## config.mk

```make
export PLATFORM = sky130hd
export DESIGN_NAME = bist_seq_top
export DESIGN_NICKNAME = d
export VERILOG_FILES = /design/src/rtl/bist_seq_pkg.sv /design/src/rtl/bist_seq_dp.sv /design/src/rtl/bist_seq_ctrl.sv /design/src/rtl/bist_seq_top.sv
export SDC_FILE = /design/constraint.sdc
export NUM_CORES = 1
export LEC_CHECK = 0
export BUFFER_PORTS_ARGS = -buffer_cell sky130_fd_sc_hd__buf_2
export CAP_MARGIN = 20
export CORE_ASPECT_RATIO = 1.5
export CORE_UTILIZATION = 55
export CTS_BUF_LIST = sky130_fd_sc_hd__clkbuf_2
export CTS_CLUSTER_SIZE = 8
export DETAILED_ROUTE_END_ITERATION = 12
export PLACE_DENSITY = 0.8
export SYNTH_ARGS = -nofsm -noshare
export SYNTH_HDL_FRONTEND = slang
export SYNTH_SLANG_ARGS = --single-unit
```

## constraint.sdc

```tcl
create_clock -name clk -period 2.7 [get_ports clk]
set_input_delay 0.405 -clock clk [delete_from_list [all_inputs] [get_ports clk]]
set_output_delay 0.405 -clock clk [all_outputs]
set_load 0.05 [all_outputs]
```

## src/rtl/bist_seq_pkg.sv

```systemverilog
package bist_seq_pkg;

  typedef enum logic [2:0] {
    ST_IDLE,
    ST_SETUP,
    ST_INIT,
    ST_RUN,
    ST_DONE
  } seqState_t;

  // control -> datapath
  typedef struct packed {
    logic capture;
    logic cntClear;
    logic cntInc;
  } seqStrobe_t;

  // datapath -> control
  typedef struct packed {
    logic initZero;
    logic testZero;
    logic initLast;
    logic testLast;
  } seqFlags_t;

endpackage

```

## src/rtl/bist_seq_dp.sv

```systemverilog
module bist_seq_dp
  import bist_seq_pkg::*;
#(
  parameter int CNT_W  = 8,
  parameter int WAVE_W = 4,
  parameter int MODE_W = 2,
  parameter int LOOP_W = 2
) (
  input  logic              clk,
  input  logic              rstN,
  input  seqStrobe_t        strobe,
  input  logic [WAVE_W-1:0] waveSel,
  input  logic [MODE_W-1:0] oraMode,
  input  logic [LOOP_W-1:0] loopSel,
  input  logic [CNT_W-1:0]  initCount,
  input  logic [CNT_W-1:0]  testCount,
  output seqFlags_t         flags,
  output logic [WAVE_W-1:0] waveQ,
  output logic [MODE_W-1:0] modeQ,
  output logic [LOOP_W-1:0] loopQ
);

  localparam logic [CNT_W-1:0] CNT_ONE = CNT_W'(1);

  logic [CNT_W-1:0] initQ;
  logic [CNT_W-1:0] testQ;
  logic [CNT_W-1:0] cycCnt;

  // settings captured once per run
  always_ff @(posedge clk or negedge rstN) begin
    if (!rstN) begin
      initQ <= '0;
      testQ <= '0;
      waveQ <= '0;
      modeQ <= '0;
      loopQ <= '0;
    end else if (strobe.capture) begin
      initQ <= initCount;
      testQ <= testCount;
      waveQ <= waveSel;
      modeQ <= oraMode;
      loopQ <= loopSel;
    end
  end

  // waveform-cycle counter, advanced only by generator pulses
  always_ff @(posedge clk or negedge rstN) begin
    if (!rstN) begin
      cycCnt <= '0;
    end else if (strobe.cntClear) begin
      cycCnt <= '0;
    end else if (strobe.cntInc) begin
      cycCnt <= cycCnt + CNT_ONE;
    end
  end

  always_comb begin
    flags.initZero = (initQ == '0);
    flags.testZero = (testQ == '0);
    flags.initLast = (cycCnt == initQ - CNT_ONE);
    flags.testLast = (cycCnt == testQ - CNT_ONE);
  end

endmodule

```

## src/rtl/bist_seq_ctrl.sv

```systemverilog
module bist_seq_ctrl
  import bist_seq_pkg::*;
(
  input  logic       clk,
  input  logic       rstN,
  input  logic       startReq,
  input  logic       cycleDone,
  input  seqFlags_t  flags,
  output seqStrobe_t strobe,
  output logic       genEnable,
  output logic       genLoad,
  output logic       oraClear,
  output logic       oraCompact,
  output logic       pathActive,
  output logic       complete
);

  seqState_t stateQ;
  seqState_t stateD;

  always_ff @(posedge clk or negedge rstN) begin
    if (!rstN) stateQ <= ST_IDLE;
    else       stateQ <= stateD;
  end

  always_comb begin
    stateD          = stateQ;
    strobe.capture  = 1'b0;
    strobe.cntClear = 1'b0;
    strobe.cntInc   = 1'b0;
    unique case (stateQ)
      ST_IDLE, ST_DONE: begin
        if (startReq) begin
          stateD          = ST_SETUP;
          strobe.capture  = 1'b1;
          strobe.cntClear = 1'b1;
        end
      end
      ST_SETUP: begin
        if (!flags.initZero)      stateD = ST_INIT;
        else if (!flags.testZero) stateD = ST_RUN;
        else                      stateD = ST_DONE;
      end
      ST_INIT: begin
        if (cycleDone) begin
          strobe.cntInc = 1'b1;
          if (flags.initLast) begin
            strobe.cntClear = 1'b1;
            stateD = flags.testZero ? ST_DONE : ST_RUN;
          end
        end
      end
      ST_RUN: begin
        if (cycleDone) begin
          strobe.cntInc = 1'b1;
          if (flags.testLast) begin
            strobe.cntClear = 1'b1;
            stateD = ST_DONE;
          end
        end
      end
      default: stateD = ST_IDLE;
    endcase
  end

  always_comb begin
    genLoad    = (stateQ == ST_SETUP);
    oraClear   = (stateQ == ST_SETUP);
    genEnable  = (stateQ == ST_INIT) || (stateQ == ST_RUN);
    oraCompact = (stateQ == ST_RUN);
    pathActive = (stateQ == ST_SETUP) || (stateQ == ST_INIT) || (stateQ == ST_RUN);
    complete   = (stateQ == ST_DONE);
  end

endmodule

```

## src/rtl/bist_seq_top.sv

```systemverilog
module bist_seq_top
  import bist_seq_pkg::*;
#(
  parameter int CNT_W  = 8,
  parameter int WAVE_W = 4,
  parameter int MODE_W = 2,
  parameter int LOOP_W = 2
) (
  input  logic              clk,
  input  logic              rstN,
  input  logic              startReq,
  input  logic [WAVE_W-1:0] waveSel,
  input  logic [MODE_W-1:0] oraMode,
  input  logic [LOOP_W-1:0] loopSel,
  input  logic [CNT_W-1:0]  initCount,
  input  logic [CNT_W-1:0]  testCount,
  input  logic              cycleDone,
  output logic              genEnable,
  output logic              genLoad,
  output logic [WAVE_W-1:0] genWave,
  output logic              dacMuxSel,
  output logic              loopActive,
  output logic [LOOP_W-1:0] loopSelOut,
  output logic              oraClear,
  output logic              oraCompact,
  output logic [MODE_W-1:0] oraModeOut,
  output logic              complete
);

  seqStrobe_t        strobe;
  seqFlags_t         flags;
  logic              pathActive;
  logic [LOOP_W-1:0] loopQ;

  bist_seq_ctrl u_ctrl (
    .clk        (clk),
    .rstN       (rstN),
    .startReq   (startReq),
    .cycleDone  (cycleDone),
    .flags      (flags),
    .strobe     (strobe),
    .genEnable  (genEnable),
    .genLoad    (genLoad),
    .oraClear   (oraClear),
    .oraCompact (oraCompact),
    .pathActive (pathActive),
    .complete   (complete)
  );

  bist_seq_dp #(
    .CNT_W  (CNT_W),
    .WAVE_W (WAVE_W),
    .MODE_W (MODE_W),
    .LOOP_W (LOOP_W)
  ) u_dp (
    .clk       (clk),
    .rstN      (rstN),
    .strobe    (strobe),
    .waveSel   (waveSel),
    .oraMode   (oraMode),
    .loopSel   (loopSel),
    .initCount (initCount),
    .testCount (testCount),
    .flags     (flags),
    .waveQ     (genWave),
    .modeQ     (oraModeOut),
    .loopQ     (loopQ)
  );

  // muxes fall back to system data outside a run
  assign dacMuxSel  = pathActive;
  assign loopActive = pathActive;
  assign loopSelOut = pathActive ? loopQ : '0;

endmodule

```

==> results.md <==
- Outcome: complete, no violations
- Total negative slack for setup checks: 0 ns
- Lkg Pwr: 1.06 nW
- CP Class: register to register
- Initial detailed-routing violation count: 34
- Total routing usage reported by global routing: 23.7%
- Pin count of the biggest net entering global routing: 36
- Clock insertion delay at the later pin of the skew report: 0.37 ns
- Average vias per placed instance: 5.54
- Number of sinks driven by the clock tree: 35
- Routability congestion estimate: 0.831
- Most frequent cells in the layout: 42 x buf_2, 35 x dfrtp_1, 20 x nor2_1
- Share of the core filled with cells: 66.5%
- Avg Synthesized Cell Area: 10.2 sq um
- Maximum resistive drop on vdd: 0.000924 V
- Biggest area consumer among synthesized cells: dfrtp_1
- Area delta synth->final: 13.1%
- Count of hold buffers inserted by post-cts repair: 0
- Die extent in x: 51.8 um
- Setup repair after global routing missed its margin: false
- Power Dens Cells: 1260 nW/um^2
- Row count: 26
- Total I/O pin count: 43
- DRT antenna net count: 0
- Fraction of synthesized cell area in xor and xnor cells: 11.6%
- Share of final-layout standard cells stronger than drive strength 1: 32.5%
- Min cycle time layout: 2.45 ns
- Clock buffers created by TritonCTS: 5
- Area contributors post-synth: dfrtp_1 43%, mux2_2 10%, xnor2_1 6.4%, xor2_1 5.1%, nor2_1 3.7%
- Compound-gate portion of the synthesized area: 8.99%
- Clock-pin slew on the worst setup and hold paths: 0.17 ns
- Total vias in the final route: 1580
- Resized Gates After CTS: 0
- Initial Utilization: 58.8%
- Basic-gate share of the synthesized area counting and, or, nand and nor cells: 18.6%
- Yosys reg bits: 35
- Fraction of the mapped netlist area in adder cells: 2.44%
- Largest fanout of any net on the critical path: 4
- Combinational family with the most area after synthesis: simple AND/OR/NAND/NOR gates
- Worst-case clock buffer depth: 2
- Area of the mapped netlist: 2050 sq um
- Number of antenna violations at the first check in global routing: 0
- Most common cell after layout, fill and taps aside: buf_2
- Total global routing overflow: 0
- Via count of the first global-routing pass: 1564
- Length of the first detailed-routing pass in iterations: 4
- Buffers inserted during post-CTS setup optimization: 0
- Max-cap viol count: 0
- Share of the synthesized area in the top cell type: 42.8%
- Clock tree from TritonCTS: yes
- Ys Warns: 0
- Cell at the root of the clock tree: clkbuf_2
- Deepest level of the CTS H-tree: 2
- HPWL after detailed placement: 3.03 mm
- Capturing element type of the critical path: register
- Max-slew headroom at the worst pin: 47.9%
- Final slew viol count: 0
- Data arrival time of the critical path: 2.72 ns
- DRC violations left: 0
- Final Total Pwr: 0.00291 W
- Least-Margin Pin Slew: 0.782 ns
- Req. time, crit path: 2.97 ns
- Post-synthesis cell count: 201
- Die area: 3970 sq um
- Number of diodes: 0
- Number of failing hold endpoints at the final stage: 0
- Nets@finish: 274
- Total Wirelength: 4.06 mm
- Crit share post-route: 90.9%
- Achievable Freq: 407 MHz
- IO buf count: 42
- Post-synthesis mux area share: 12.3%
- Sequential cell area fraction in the yosys report: 42.8%
- Count of endpoints failing setup in the final report: 0
- Global-route wire length before repair: 7.02 mm
- Hold Path Class: input port to asynchronous set/reset pin
- Worst clock skew: 0.0140 ns
- DR WL/cell: 14.2 um
- Floorplan core area: 3480 sq um
- Number of distinct library cells after synthesis: 40
- Die boundary height: 76.7 um
- Number of nets produced by synthesis: 233
- CP Launch Type: register
[sequential cells by signal (all words and copies together) (netlist names)]
signal / count
u_dp.cycCnt: 8
u_dp.initQ: 8
u_dp.testQ: 8
u_dp.waveQ: 4
u_ctrl.stateQ: 3
u_dp.loopQ: 2
u_dp.modeQ: 2
[where the power goes]
part           switching [W]  internal, W
logic               0.000978     0.000659
clock network       0.000167    0.0000624
registers           0.000291     0.000753
[layer usage]
layer	share of wire (%)	vias up	wire (um)	track usage (%)
li1	-	772	-	-
met1	42	768	1700	27.0
met2	52	30	2130	40.4
met3	2.5	10	101	4.37
met4	3.2	0	129	12.4
met5	0	-	0	0
[critical path, cell delays in order, from the launching register on]
cell and delay, ns:
dfrtp_1 0.41, inv_1 0.08, ha_1 0.25, and4b_1 0.23, xnor2_1 0.14, nor4_2 0.34, nand3_1 0.16, a221oi_2 0.36
mux2_1 0.39
[synth_stat cells]
cell type  instances
nor4_1             1
and2_1             5
nand2b_1           2
nor3_1             6
xor2_1            12
a221oi_2           1
inv_1              6
xnor2_1           15
nor2_1            20
o211a_1            1
o32ai_1            1
ha_1               4
nand3b_1           1
o211ai_2           1
or2_2              1
and4b_1            1
nor2_2             1
buf_4              2
o21ai_0            7
a211oi_2           1
buf_2              1
mux2_1             2
nand2_1           13
nor4_2             1
nand3_1           11
and3_1             3
a21bo_2            1
o211ai_1           2
clkbuf_1           7
a21boi_0           1
mux2_4             1
nand4_1            1
a211oi_1           2
dfrtp_1           35
nor3b_2            1
o21bai_1           1
mux2_2            19
nor4b_4            1
a21oi_1            7
nand4b_1           2
[final cells by class]
cell class,instances,area (sq um)
timing repair buffer,44,225
inverter,6,22.5
clock inverter,2,7.51
fill,295,1160
tap,42,52.6
clock buffer,6,30.0
sequential,35,876
multi-input combinational,150,1100
[path summary, 6_finish.rpt]
kind	start	cells after the start	end	slack (ns)
setup / recovery	u_dp.testQ[0]	8	u_ctrl.stateQ[0]	0.25
hold / removal	rstN	1	u_dp.cycCnt[7]	0.08
setup reg to reg	u_dp.testQ[0]	8	u_ctrl.stateQ[0]	0.25
hold reg to reg	u_dp.waveQ[3]	1	u_dp.waveQ[3]	0.52
max in group asynchronous	rstN	1	u_dp.testQ[3]	2.12
min in group clk	testCount[1]	3	u_dp.testQ[1]	0.23
[per-stage QoR]
step,hold slack [ns],instances,instance area [sq um],worst slack [ns]
after floorplan,0.109,201,2050,0.472
after global routing,0.112,285,2320,0.0630
after CTS,0.0962,285,2320,0.229
after global placement,0.483,277,2280,0.368
final,0.0836,285,2320,0.246
after detailed placement,0.490,277,2280,0.241
[kinds of logic (layout without fill, tap and decap cells)]
group | after synthesis | in the layout
simple gates | 71 | 71
mux | 22 | 22
compound gates | 26 | 26
flops | 35 | 35
xor+xnor | 27 | 27
fa+ha+maj | 4 | 4
buf+inv | 16 | 58
Note: power is estimated with default switching activity, not from simulation.
